[config.mk]
export PLATFORM = sky130hd
export DESIGN_NAME = dmc_byte_cache
export DESIGN_NICKNAME = d
export VERILOG_FILES = /design/src/rtl/dmc_pkg.sv /design/src/rtl/dmc_addr_split.sv /design/src/rtl/dmc_line_store.sv /design/src/rtl/dmc_byte_sel.sv /design/src/rtl/dmc_byte_cache.sv
export SDC_FILE = /design/constraint.sdc
export NUM_CORES = 1
export LEC_CHECK = 0
export BUFFER_PORTS_ARGS = -buffer_cell sky130_fd_sc_hd__buf_2
export CORE_MARGIN = 3
export CORE_UTILIZATION = 45
export DETAILED_ROUTE_END_ITERATION = 10
export RECOVER_POWER = 100
export SLEW_MARGIN = 20
export SYNTH_ARGS = -nofsm -noshare
export SYNTH_HDL_FRONTEND = slang
export SYNTH_SLANG_ARGS = --single-unit
[constraint.sdc]
create_clock -name clk -period 3.11 [get_ports clk]
set_input_delay 0.622 -clock clk [delete_from_list [all_inputs] [get_ports clk]]
set_output_delay 0.622 -clock clk [all_outputs]
set_load 0.005 [all_outputs]
[src/rtl/dmc_pkg.sv]
package dmc_pkg;
   typedef enum logic [1:0] {
      ST_IDLE = 2'd0,
      ST_FILL = 2'd1,
      ST_RESP = 2'd2
   } dmc_state_e;
endpackage

[src/rtl/dmc_addr_split.sv]
module dmc_addr_split #(
   parameter int ADDR_W = 4,
   parameter int IDX_W  = 2,
   parameter int OFS_W  = 1,
   localparam int TAG_W = ADDR_W - IDX_W - OFS_W
) (
   input  logic [ADDR_W-1:0] addr,
   output logic [TAG_W-1:0]  tag,
   output logic [IDX_W-1:0]  idx,
   output logic [OFS_W-1:0]  ofs
);
   // low bits pick the byte, middle bits the line, the rest is the tag
   assign ofs = addr[OFS_W-1:0];
   assign idx = addr[OFS_W+IDX_W-1:OFS_W];
   assign tag = addr[ADDR_W-1:OFS_W+IDX_W];
endmodule

[src/rtl/dmc_line_store.sv]
module dmc_line_store #(
   parameter int IDX_W  = 2,
   parameter int TAG_W  = 1,
   parameter int LINE_W = 16,
   localparam int LINES = 1 << IDX_W
) (
   input  logic              clk,
   input  logic              rst_n,
   input  logic [IDX_W-1:0]  rd_idx,
   output logic              rd_valid,
   output logic [TAG_W-1:0]  rd_tag,
   output logic [LINE_W-1:0] rd_data,
   input  logic              wr_en,
   input  logic [IDX_W-1:0]  wr_idx,
   input  logic [TAG_W-1:0]  wr_tag,
   input  logic [LINE_W-1:0] wr_data
);
   logic [LINES-1:0]  valid_q;
   logic [TAG_W-1:0]  tag_q  [LINES];
   logic [LINE_W-1:0] data_q [LINES];

   always_ff @(posedge clk or negedge rst_n) begin
      if (!rst_n) begin
         valid_q <= '0;
      end else if (wr_en) begin
         valid_q[wr_idx] <= 1'b1;
      end
   end

   always_ff @(posedge clk) begin
      if (wr_en) begin
         tag_q[wr_idx]  <= wr_tag;
         data_q[wr_idx] <= wr_data;
      end
   end

   assign rd_valid = valid_q[rd_idx];
   assign rd_tag   = tag_q[rd_idx];
   assign rd_data  = data_q[rd_idx];
endmodule

[src/rtl/dmc_byte_sel.sv]
module dmc_byte_sel #(
   parameter int DATA_W = 8,
   parameter int OFS_W  = 1,
   localparam int BYTES  = 1 << OFS_W,
   localparam int LINE_W = DATA_W * BYTES
) (
   input  logic [LINE_W-1:0] line,
   input  logic [OFS_W-1:0]  ofs,
   output logic [DATA_W-1:0] byte_out
);
   logic [DATA_W-1:0] lane [BYTES];

   for (genvar g = 0; g < BYTES; g++) begin : g_lane
      assign lane[g] = line[g*DATA_W +: DATA_W];
   end

   assign byte_out = lane[ofs];
endmodule

[src/rtl/dmc_byte_cache.sv]
module dmc_byte_cache #(
   parameter int ADDR_W = 4,
   parameter int IDX_W  = 2,
   parameter int OFS_W  = 1,
   parameter int DATA_W = 8,
   localparam int TAG_W  = ADDR_W - IDX_W - OFS_W,
   localparam int LINE_W = DATA_W << OFS_W,
   localparam int BLK_W  = ADDR_W - OFS_W
) (
   input  logic              clk,
   input  logic              rst_n,
   input  logic              req_valid,
   input  logic [ADDR_W-1:0] req_addr,
   output logic              req_ready,
   output logic              rsp_valid,
   output logic [DATA_W-1:0] rsp_data,
   output logic              mem_req,
   output logic [BLK_W-1:0]  mem_block_addr,
   input  logic              mem_valid,
   input  logic [LINE_W-1:0] mem_data
);
   import dmc_pkg::*;

   if (IDX_W < 1 || OFS_W < 1) begin : g_bad_fields
      $error("dmc_byte_cache: index and byte-select fields need at least one bit");
   end
   if (TAG_W < 1) begin : g_bad_tag
      $error("dmc_byte_cache: address too narrow to leave a tag");
   end
   if (DATA_W < 1) begin : g_bad_data
      $error("dmc_byte_cache: DATA_W must be positive");
   end

   dmc_state_e        state_q, state_d;
   logic [ADDR_W-1:0] held_q;

   logic [TAG_W-1:0]  in_tag, held_tag, rd_tag;
   logic [IDX_W-1:0]  in_idx, held_idx, rd_idx;
   logic [OFS_W-1:0]  in_ofs, held_ofs;
   logic              rd_valid, lookup_hit, accept, fill_we;
   logic [LINE_W-1:0] rd_data;

   dmc_addr_split #(.ADDR_W(ADDR_W), .IDX_W(IDX_W), .OFS_W(OFS_W)) u_split_in (
      .addr(req_addr), .tag(in_tag), .idx(in_idx), .ofs(in_ofs)
   );

   dmc_addr_split #(.ADDR_W(ADDR_W), .IDX_W(IDX_W), .OFS_W(OFS_W)) u_split_held (
      .addr(held_q), .tag(held_tag), .idx(held_idx), .ofs(held_ofs)
   );

   // idle: look up the incoming address; busy: the held one
   assign rd_idx = (state_q == ST_IDLE) ? in_idx : held_idx;

   dmc_line_store #(.IDX_W(IDX_W), .TAG_W(TAG_W), .LINE_W(LINE_W)) u_store (
      .clk     (clk),
      .rst_n   (rst_n),
      .rd_idx  (rd_idx),
      .rd_valid(rd_valid),
      .rd_tag  (rd_tag),
      .rd_data (rd_data),
      .wr_en   (fill_we),
      .wr_idx  (held_idx),
      .wr_tag  (held_tag),
      .wr_data (mem_data)
   );

   dmc_byte_sel #(.DATA_W(DATA_W), .OFS_W(OFS_W)) u_sel (
      .line(rd_data), .ofs(held_ofs), .byte_out(rsp_data)
   );

   assign lookup_hit = rd_valid && (rd_tag == in_tag);
   assign accept     = req_valid && (state_q == ST_IDLE);
   assign fill_we    = (state_q == ST_FILL) && mem_valid;

   always_comb begin
      state_d = state_q;
      unique case (state_q)
         ST_IDLE: if (accept) state_d = lookup_hit ? ST_RESP : ST_FILL;
         ST_FILL: if (mem_valid) state_d = ST_RESP;
         ST_RESP: state_d = ST_IDLE;
         default: state_d = ST_IDLE;
      endcase
   end

   always_ff @(posedge clk or negedge rst_n) begin
      if (!rst_n) begin
         state_q <= ST_IDLE;
         held_q  <= '0;
      end else begin
         state_q <= state_d;
         if (accept) held_q <= req_addr;
      end
   end

   assign req_ready      = (state_q == ST_IDLE);
   assign rsp_valid      = (state_q == ST_RESP);
   assign mem_req        = (state_q == ST_FILL);
   assign mem_block_addr = held_q[ADDR_W-1:OFS_W];
endmodule

==> out/metrics.cfg, run 1 <==
[status]
run_status = complete, no violations

[run]
maxCapViolCount = 0

[critical_path]
crit_required_ns = 2.49
critPathLaunchType = register
cp.arrival_ns = 2.47
cp_max_fo = 5
cp-end-kind = output pin
critPathKind = register to output pin

[floorplan]
io_pins = 38
core_sq_um = 6570
start_util_pct = 48.1
fp.dieW_um = 89.8
rows = 29
die_y_um = 89.8
die-area_sq_um = 8060

[sta]
fmax_mhz = 324
worstMarginPinSlew_ns = 0.655
setup_violations = 0
hold_violations = 0
rsz0062_at_grt = true
finalSetupTns_ns = 0
timing.final.crit_share_pct = 99.3
slew_headroom_pct = 56.3
period_minus_slack_ns = 3.09
fin_skew_ns = 0.00556
finalWorstSetupSlack_ns = 0.0211
slew_viol_final = 0

[synth]
synth_nets = 172
syn_avg_cell_area_sq_um = 21.3
netlist_area_sq_um = 3160
synth_seq_cells = 78
synth_area_leaders = edfxtp_1, dfrtp_1, mux4_1, mux4_2, mux2_4
synth_top_cell_by_area = edfxtp_1
synth_ff_type = edfxtp_1
async_reset_ff_share_pct = 12.8
synthDistinctLibCells = 31
synth-seq-area-share_pct = 72.6
synth_top_area_share_pct = 64.7
yosysMostFrequentCell = edfxtp_1
syn-instance-count = 148
yosys_warnings = 0
synthTopCellsByCount = edfxtp_1, dfrtp_1, mux2_4, mux4_1, mux4_2
synth-edff-count = 68

[detailed_routing]
wire_per_inst_um = 18.7
totalWireLength_um = 5640
avgViaCountPerCell = 5.17
vias = 1555
drt_iter0_drc = 95
drcViolationCount = 0
ant_nets = 0
drt_first_pass_iters = 4

[placed_design]
port_buffers = 37
placed_cells = 280
place_ws_ns = 0.357
hpwl_um = 3390
place.gp.congestion = 0.872
place_area_sq_um = 3490

[cts]
htree_levels = 3
clkTransAtPathRegs_ns = 0.08
cts_buffer_depth = 2
worstSkewPairLatency_ns = 0.34
numCtsBuffers = 9
clock-sinks = 78
cts_tree = built
clockRootBuffer = clkbuf_8
cts.hold.buffers_added = 0

[finish]
area_growth_pct = 18.7
final_util_pct = 57.1
regArea_sq_um = 2290
final-instance-count-excl-fill = 301
nets = 227
final_layout_size_suffix_gt1_share_pct = 41.3
n_antenna_cell = 0
final_area_sq_um = 3750
multiInputGateArea_sq_um = 810
nFillCells = 503

[grt]
grt_antenna_before_repair = 0
grt_pass1_vias = 1625
grt_max_degree = 21
grt_pass1_wl_um = 8740
grt_overflow = 0
grt_util_all_layers_pct = 14.4

[pwr]
power.density_nw_per_um2 = 920
p_leak_uw = 0.00129
max-vdd-ir-drop_mv = 0.418

[hold_path]
hold_class = input pin to asynchronous set/reset pin

[cells in the final DEF (no fill, tap or decap), types with 3 or more instances in the layout]
cell / instances
buf_2: 13
buf_4: 9
buf_6: 7
clkbuf_1: 18
clkbuf_8: 9
dfrtp_1: 8
edfxtp_1: 68
mux2_2: 5
mux2_4: 8
mux4_2: 15
nand2_1: 4
nor2b_1: 3
or2_2: 4
[cell type report]
class	instances	area share (%)
Inverter	1	0.100
Sequential cell	78	61.2
Tap cell	93	3.10
Multi-Input combinational cell	64	21.6
Timing Repair Buffer	49	8.95
Clock inverter	6	1.64
Clock buffer	10	3.40
[path summary, 6_finish.rpt]
check                                    from            endpoint  slack (ns)  cells after the start
hold / removal                          rst_n  u_store.valid_q[1]        0.23                      1
setup reg to reg                   state_q[1]          state_q[1]        0.90                      6
min in group clk           u_store.valid_q[0]  u_store.valid_q[0]        0.49                      1
max in group asynchronous               rst_n          state_q[0]        2.49                      1
hold reg to reg            u_store.valid_q[0]  u_store.valid_q[0]        0.49                      1
setup / recovery                   state_q[1]         rsp_data[4]        0.02                      6
[worst max-delay path, cell delays in order (launching register included)]
cell,delay (ns)
dfrtp_2,0.44
nor2_4,0.19
mux2i_4,0.38
buf_8,0.18
mux4_1,0.54
mux2_4,0.28
buf_6,0.12
[timing repair]
item                       in CTS  in global routing
pin swaps                       0                  1
resized for setup               0                 21
cloned                          0                  1
buffers inserted                0                  4
setup endpoints to repair       8                  8
[sequential cells by signal, indices dropped and copies added (netlist names)]
register         count
u_store.data_q      64
held_q               4
u_store.tag_q        4
u_store.valid_q      4
state_q              2
[per-layer routing]
layer	part of all wire (%)	GRT usage, %	up-vias	routed length [um]
li1	-	-	721	-
met1	44	18.6	784	2480
met2	50	22.3	41	2800
met3	4.7	3.84	9	265
met4	1.7	8.17	0	97
met5	0	0	-	0
[power breakdown]
part,internal (uW),total (uW),switching (uW)
Sequential,1270,1400,122
Clock,368,718,350
Combinational,833,1330,501
Total,2480,3450,973
[metrics by stage]
stage | hold slack [ns] | power [uW]
after CTS | 0.115 | 3230
after floorplan | 0.326 | 2190
after global placement | 0.479 | 2490
final | 0.229 | 3450
after global routing | 0.266 | 3650
after detailed placement | 0.479 | 2510
[kinds of logic after synthesis]
| group | count (synthesis) | synth area share [%] |
|---|---|---|
| AOI/OAI and AO/OA | 9 | 2.22 |
| and+or+nand+nor | 25 | 5.11 |
| muxes | 30 | 18.7 |
| buffers and inverters | 6 | 1.43 |
| DFF | 78 | 72.6 |
Power figures use the tool's default switching activity.
==> inputs of run 2 (changes only) <==
--- a/config.mk
+++ b/config.mk
@@ -10,4 +10,5 @@
 export CORE_UTILIZATION = 45
 export DETAILED_ROUTE_END_ITERATION = 10
+export PLACE_DENSITY = 0.63
 export RECOVER_POWER = 100
 export SLEW_MARGIN = 20
==> constraint.sdc (replaced) <==
create_clock -name clk -period 3.11 [get_ports clk]
set_input_delay 0.7775 -clock clk [delete_from_list [all_inputs] [get_ports clk]]
set_output_delay 0.7775 -clock clk [all_outputs]
set_load 0.005 [all_outputs]
==> run 2 against run 1 <==
Effect of this change:
- the run now ends with setup timing left
- clock skew about the same
- core utilization down 0.72 points
- global-route usage about the same
- worst hold slack better by 0.17 ns
- combinational power down 5%
- power down 2.5%
- critical path type unchanged
- critical endpoint is now rsp_data[3]
- largest power group unchanged
==> out/metrics.cfg, run 2 (synthesis gave the netlist of run 1 again) <==
[status]
run_status = complete, but fails checks
violations = setup timing

[finish]
final_area_sq_um = 3700  ; -1.3%
largest-register = u_store.data_q
final_common_cell = edfxtp_1
final-instance-count-excl-fill = 300  ; -0.33%
multiInputGateArea_sq_um = 811  ; +0.15%
n_antenna_cell = 0  ; unchanged
nFillCells = 509  ; +1.2%
nets = 226  ; -0.44%
largest_register_ffs = 64  ; unchanged
area_growth_pct = 17.2
regArea_sq_um = 2290  ; unchanged
layout_common_cells = edfxtp_1, clkbuf_1, mux4_2, buf_2, clkbuf_8
final_layout_size_suffix_gt1_share_pct = 36.7  ; -4.6 points

[pwr]
clkPwrFrac_pct = 20.7  ; about the same
p_switching_uw = 945  ; -2.9%
intPower_uw = 2420  ; -2.4%
pwr-share-seq_pct = 41.8  ; +1.3 points
max-vdd-ir-drop_mv = 0.396  ; -5.3%
power.density_nw_per_um2 = 908  ; -1.3%
netSwitchingFraction_pct = 28.1  ; -0.11 points
total_power_uw = 3360  ; -2.5%
p_comb_share_pct = 37.5  ; -1.2 points
p_leak_uw = 0.00126  ; -2.4%

[cts]
clkTransAtPathRegs_ns = 0.07  ; about the same
worstSkewPairLatency_ns = 0.33  ; about the same
cts.hold.buffers_added = 0  ; unchanged
htree_levels = 3  ; unchanged
cts_buffer_depth = 2  ; unchanged
cts_tree = built
clock-sinks = 78  ; unchanged
clockRootBuffer = clkbuf_8
numCtsBuffers = 9  ; unchanged

[critical_path]
r2r_slack_ns = 0.60  ; -0.30 ns
critical_path.startpoint = state_q[1]
cp-end-kind = output pin
rr_endpoint = u_store.data_q[1][5]
critPathKind = register to output pin
critPathLaunchType = register
crit_required_ns = 2.33  ; -0.16 ns
cp.arrival_ns = 2.36  ; -0.11 ns
r2r-start = state_q[1]
cp_max_fo = 5  ; unchanged
reg2reg_depth = 5  ; -1

[sta]
setup_violations = 5  ; +5
finalWorstSetupSlack_ns = -0.0236  ; -0.0447 ns
slew_headroom_pct = 22.3  ; -34 points
fin_skew_ns = 0.00579  ; +0.000225 ns
hold_violations = 0  ; unchanged
timing.final.crit_share_pct = 101  ; +1.4 points
finalSetupTns_ns = -0.0662  ; -0.0662 ns
rsz0062_at_grt = true
period_minus_slack_ns = 3.13  ; +0.0447 ns
worstMarginPinSlew_ns = 1.17  ; +0.510 ns
fmax_mhz = 319  ; -1.4%
slew_viol_final = 0  ; unchanged

[floorplan]
die-area_sq_um = 8060  ; unchanged
io_pins = 38  ; unchanged
rows = 29  ; unchanged
fp.dieW_um = 89.8  ; unchanged
core_sq_um = 6570  ; unchanged
start_util_pct = 48.1  ; unchanged
die_y_um = 89.8  ; unchanged

[grt]
grt_max_degree = 21  ; unchanged
grt_overflow = 0  ; unchanged
grt_util_all_layers_pct = 14.5  ; +0.047 points
grt_antenna_before_repair = 0  ; unchanged
grt_pass1_vias = 1695  ; +4.3%
grt_pass1_wl_um = 8870  ; +1.5%

[detailed_routing]
drt_iter0_drc = 85  ; -11%
wire_per_inst_um = 18.4  ; -1.6%
vias = 1568  ; +0.84%
drt_first_pass_iters = 4  ; unchanged
totalWireLength_um = 5530  ; -1.9%
avgViaCountPerCell = 5.23  ; +1.2%
drcViolationCount = 0  ; unchanged
ant_nets = 0  ; unchanged

[placed_design]
place.gp.congestion = 0.761  ; -13%
place_area_sq_um = 3510  ; +0.72%
hpwl_um = 3500  ; +3.3%
placed_cells = 280  ; unchanged
port_buffers = 37  ; unchanged
place_ws_ns = 0.0593  ; -0.297 ns

[run]
maxCapViolCount = 0  ; unchanged

[hold_path]
hold_class = input pin to asynchronous set/reset pin

[run 2: cell count changes in the layout (fill, tap and decap cells not counted), sizes merged]
cell      change
clkbuf        +6
inv           -1
buf           -6
clkinvlp      -1
clkinv        +1
[run 2: through the flow]
stage | hold WS, ns | utilization (%)
after floorplan | 0.455 | -
after global placement | 0.474 | 53.5
after detailed placement | 0.488 | 53.5
after CTS | 0.284 | 57.0
after global routing | 0.433 | 56.4
final | 0.400 | 56.4
[run 2: critical path: stages, from the launching register on]
cell and delay (ns):
dfrtp_2 0.43, nor2_4 0.16, mux2i_4 0.26, buf_6 0.15
buf_12 0.12, mux4_2 0.49, mux2_4 0.29, buf_6 0.12
[run 2: worst max path at each step]
stage	endpoint	slack [ns]	depth (start not counted)
3_5_place_dp	rsp_data[3]	0.06	6
4_1_cts	rsp_data[3]	-0.05	7
5_1_grt	rsp_data[3]	-0.12	7
2_1_floorplan	rsp_data[0]	0.20	6
3_3_place_gp	rsp_data[3]	0.07	6
6_report	rsp_data[3]	-0.02	7
[run 2: area by class of cell]
class | count | area share (%)
clock inverter | 5 | 1.35
multi-input combinational | 64 | 21.9
tap | 93 | 3.14
timing repair buffer | 48 | 7.94
clock buffer | 11 | 3.55
sequential | 78 | 62.0
inverter | 1 | 0.101
[run 2: power groups by stage]
| stage | Sequential [uW] | Combinational (uW) | Clock, uW |
|---|---|---|---|
| floorplan | 1360 | 826 | 0 |
| global placement | 1420 | 1110 | 0 |
| detailed placement | 1430 | 1120 | 0 |
| CTS | 1400 | 1300 | 718 |
| global route | 1420 | 1360 | 772 |
| finish | 1410 | 1260 | 697 |
[run 2: per-layer routing]
layer | up-vias | routed length (um) | GRT usage, %
met5 | - | 0 | 0
met4 | 0 | 84 | 7.66
met3 | 9 | 218 | 4.01
met2 | 40 | 2770 | 22.9
li1 | 721 | - | -
met1 | 798 | 2460 | 18.3
[run 2: repair_timing]
action                                 CTS  global route
cloned                                   1             0
buffers inserted                         4             0
pin swaps                                1             0
setup endpoints to repair                8             8
resized for setup                       14             1
endpoints found under the hold margin    0             0
==> inputs of run 3 (changes only) <==
SETUP_SLACK_MARGIN = 0.05   (was unset)
==> run 3 against run 2 <==
Effect of this change:
- combinational power up 9%
- non-clock buffer count grew 1
- clock power about the same
- largest power group unchanged
- worst hold slack got worse by 0.0010 ns
- final cell count rose by 0.33%
- largest cell class unchanged
- design area grew 1.3%
- power is 3.4% higher
- critical path type unchanged
- the run still ends with setup timing left
- highest routed layer unchanged
- count of clock-buffer cells in the layout unchanged
- via count down 0.26%
==> out/metrics.cfg, run 3 (synthesis gave the netlist of run 1 again) <==
[floorplan]
core_sq_um = 6570  ; unchanged
die_y_um = 89.8  ; unchanged
fp.dieW_um = 89.8  ; unchanged
start_util_pct = 48.1  ; unchanged
die-area_sq_um = 8060  ; unchanged
rows = 29  ; unchanged
io_pins = 38  ; unchanged

[status]
run_status = complete, but fails checks
violations = setup timing

[sta]
fin_skew_ns = 0.00630  ; +0.000507 ns
hold-worst-slack_ns = 0.399  ; -0.00101 ns
hold_violations = 0  ; unchanged
worstMarginPinSlew_ns = 1.18  ; +0.0120 ns
finalSetupTns_ns = -0.0776  ; -0.0115 ns
timing.final.crit_share_pct = 101  ; about the same
fmax_mhz = 319  ; about the same
setup_violations = 5  ; unchanged
finalWorstSetupSlack_ns = -0.0255  ; -0.00192 ns
rsz0062_at_grt = true
slew_headroom_pct = 21.5  ; -0.80 points
slew_viol_final = 0  ; unchanged
period_minus_slack_ns = 3.14  ; +0.00192 ns

[cts]
cts_buffer_depth = 2  ; unchanged
cts_tree = built
htree_levels = 3  ; unchanged
numCtsBuffers = 9  ; unchanged
clkTransAtPathRegs_ns = 0.07  ; about the same
clockRootBuffer = clkbuf_8
clock-sinks = 78  ; unchanged
worstSkewPairLatency_ns = 0.33  ; about the same
cts.hold.buffers_added = 0  ; unchanged

[run]
maxCapViolCount = 0  ; unchanged

[pwr]
power.density_nw_per_um2 = 927  ; +2.0%
p_comb_share_pct = 39.5  ; +2.0 points
total_power_uw = 3480  ; +3.4%
p_switching_uw = 965  ; +2.1%
pwr-share-seq_pct = 40.4  ; -1.4 points
clkPwrFrac_pct = 20.0  ; -0.7 points
p_leak_uw = 0.00128  ; +1.8%
netSwitchingFraction_pct = 27.8  ; -0.34 points
intPower_uw = 2510  ; +3.9%
max-vdd-ir-drop_mv = 0.397  ; +0.29%

[grt]
gr-usage-met1_pct = 18.4  ; +0.12 points
grt_pass1_wl_um = 9050  ; +2.1%
grt_antenna_before_repair = 0  ; unchanged
grt_overflow = 0  ; unchanged
use_met3_pct = 4.17  ; +0.17 points
use_met2_pct = 23.6  ; +0.69 points
grt_busiest_layer = met2
grt_util_all_layers_pct = 14.8  ; +0.28 points
grt_max_degree = 21  ; unchanged
grt_pass1_vias = 1718  ; +1.4%

[finish]
multiInputGateArea_sq_um = 806  ; -0.62%
final_util_pct = 57.1  ; +0.74 points
largest-register = u_store.data_q
regArea_sq_um = 2290  ; unchanged
final_layout_size_suffix_gt1_share_pct = 39.9  ; +3.2 points
largest_register_ffs = 64  ; unchanged
final-instance-count-excl-fill = 301  ; +0.33%
n_antenna_cell = 0  ; unchanged
area_growth_pct = 18.7
nFillCells = 511  ; +0.39%
layout_common_cells = edfxtp_1, clkbuf_1, mux4_2, buf_2, buf_6
nets = 227  ; +0.44%
final_common_cell = edfxtp_1

[detailed_routing]
drcViolationCount = 0  ; unchanged
avgViaCountPerCell = 5.20  ; -0.59%
wire_per_inst_um = 18.5  ; +0.32%
drt_first_pass_iters = 4  ; unchanged
drt_iter0_drc = 76  ; -11%
vias = 1564  ; -0.26%
totalWireLength_um = 5570  ; +0.65%
ant_nets = 0  ; unchanged

[critical_path]
path_cells = nor2_4 -> mux2i_4 -> buf_6 -> buf_12 -> mux4_2 -> mux2_4 -> buf_6
cp_max_fo = 5  ; unchanged
crit_slowest_cell = mux4_2
cp-end-kind = output pin
critPathKind = register to output pin
crit_path_max_incr_delay_ns = 0.49  ; about the same
cp.arrival_ns = 2.36  ; about the same
critPathLaunchType = register
crit_top_cell = buf_6
crit_required_ns = 2.33  ; about the same

[placed_design]
hpwl_um = 3500  ; unchanged
place.gp.congestion = 0.761  ; unchanged
port_buffers = 37  ; unchanged
placed_cells = 280  ; unchanged

[hold_path]
hold_class = input pin to asynchronous set/reset pin

==> run 3: cell count changes in the layout (fill, tap and decap cells not counted) <==
cell      delta
clkbuf_1     -3
buf_4        +2
buf_12       +1
buf_6        +4
mux4_1       -2
mux4_2       +2
or3b_1       -1
or3b_4       +1
buf_2        -3
==> run 3: worst paths after layout <==
kind	slack, ns	end	start	cells after the start
max in group asynchronous	2.31	state_q[0]	rst_n	1
max reg2reg	0.72	u_store.data_q[2][10]	state_q[1]	5
min reg2reg	0.51	u_store.valid_q[3]	u_store.valid_q[3]	1
max	-0.03	rsp_data[3]	state_q[1]	7
min	0.40	u_store.valid_q[3]	rst_n	1
min in group clk	0.51	u_store.valid_q[3]	u_store.valid_q[3]	1
==> run 3: final cells by class <==
class,count,area share (%)
Timing Repair Buffer,49,9.28
Inverter,1,0.100
Tap cell,93,3.10
Clock inverter,5,1.33
Sequential cell,78,61.2
Multi-Input combinational cell,64,21.5
Clock buffer,11,3.50
==> run 3: stage by stage <==
stage / cell area, sq um / setup WS, ns
floorplan: 3160 / 0.204
CTS: 3780 / -0.0516
detailed placement: 3510 / 0.0593
global placement: 3510 / 0.0679
finish: 3750 / -0.0255
global route: 3750 / -0.120
==> run 3: repair_timing <==
| action | 4_1_cts | 5_1_grt |
|---|---|---|
| resized for setup | 20 | 1 |
| cloned | 1 | 0 |
| setup buffers | 4 | 0 |
| endpoints found under the setup margin | 8 | 8 |
| pin swaps | 1 | 0 |
==> run 3: routing by layer <==
metal	up-vias	wire (um)	part of all wire [%]
li1	720	-	-
met1	800	2520	45
met2	35	2740	49
met3	9	223	4.0
met4	0	84	1.5
met5	-	0	0
==> run 3: power by group through the flow <==
stage               registers, uW  logic, uW  clock network, uW
floorplan                    1360        826                  0
global placement             1420       1110                  0
detailed placement           1430       1120                  0
CTS                          1400       1400                718
global route                 1420       1480                772
finish                       1410       1370                697
==> run 3: worst max-delay path, delay by kind of cell, from the launching register on <==
kind | cells | cell delay [ns]
AND/OR/NAND/NOR | 1 | 0.16
buffers and inverters | 3 | 0.39
multiplexers | 3 | 1.04
flip-flops | 1 | 0.43
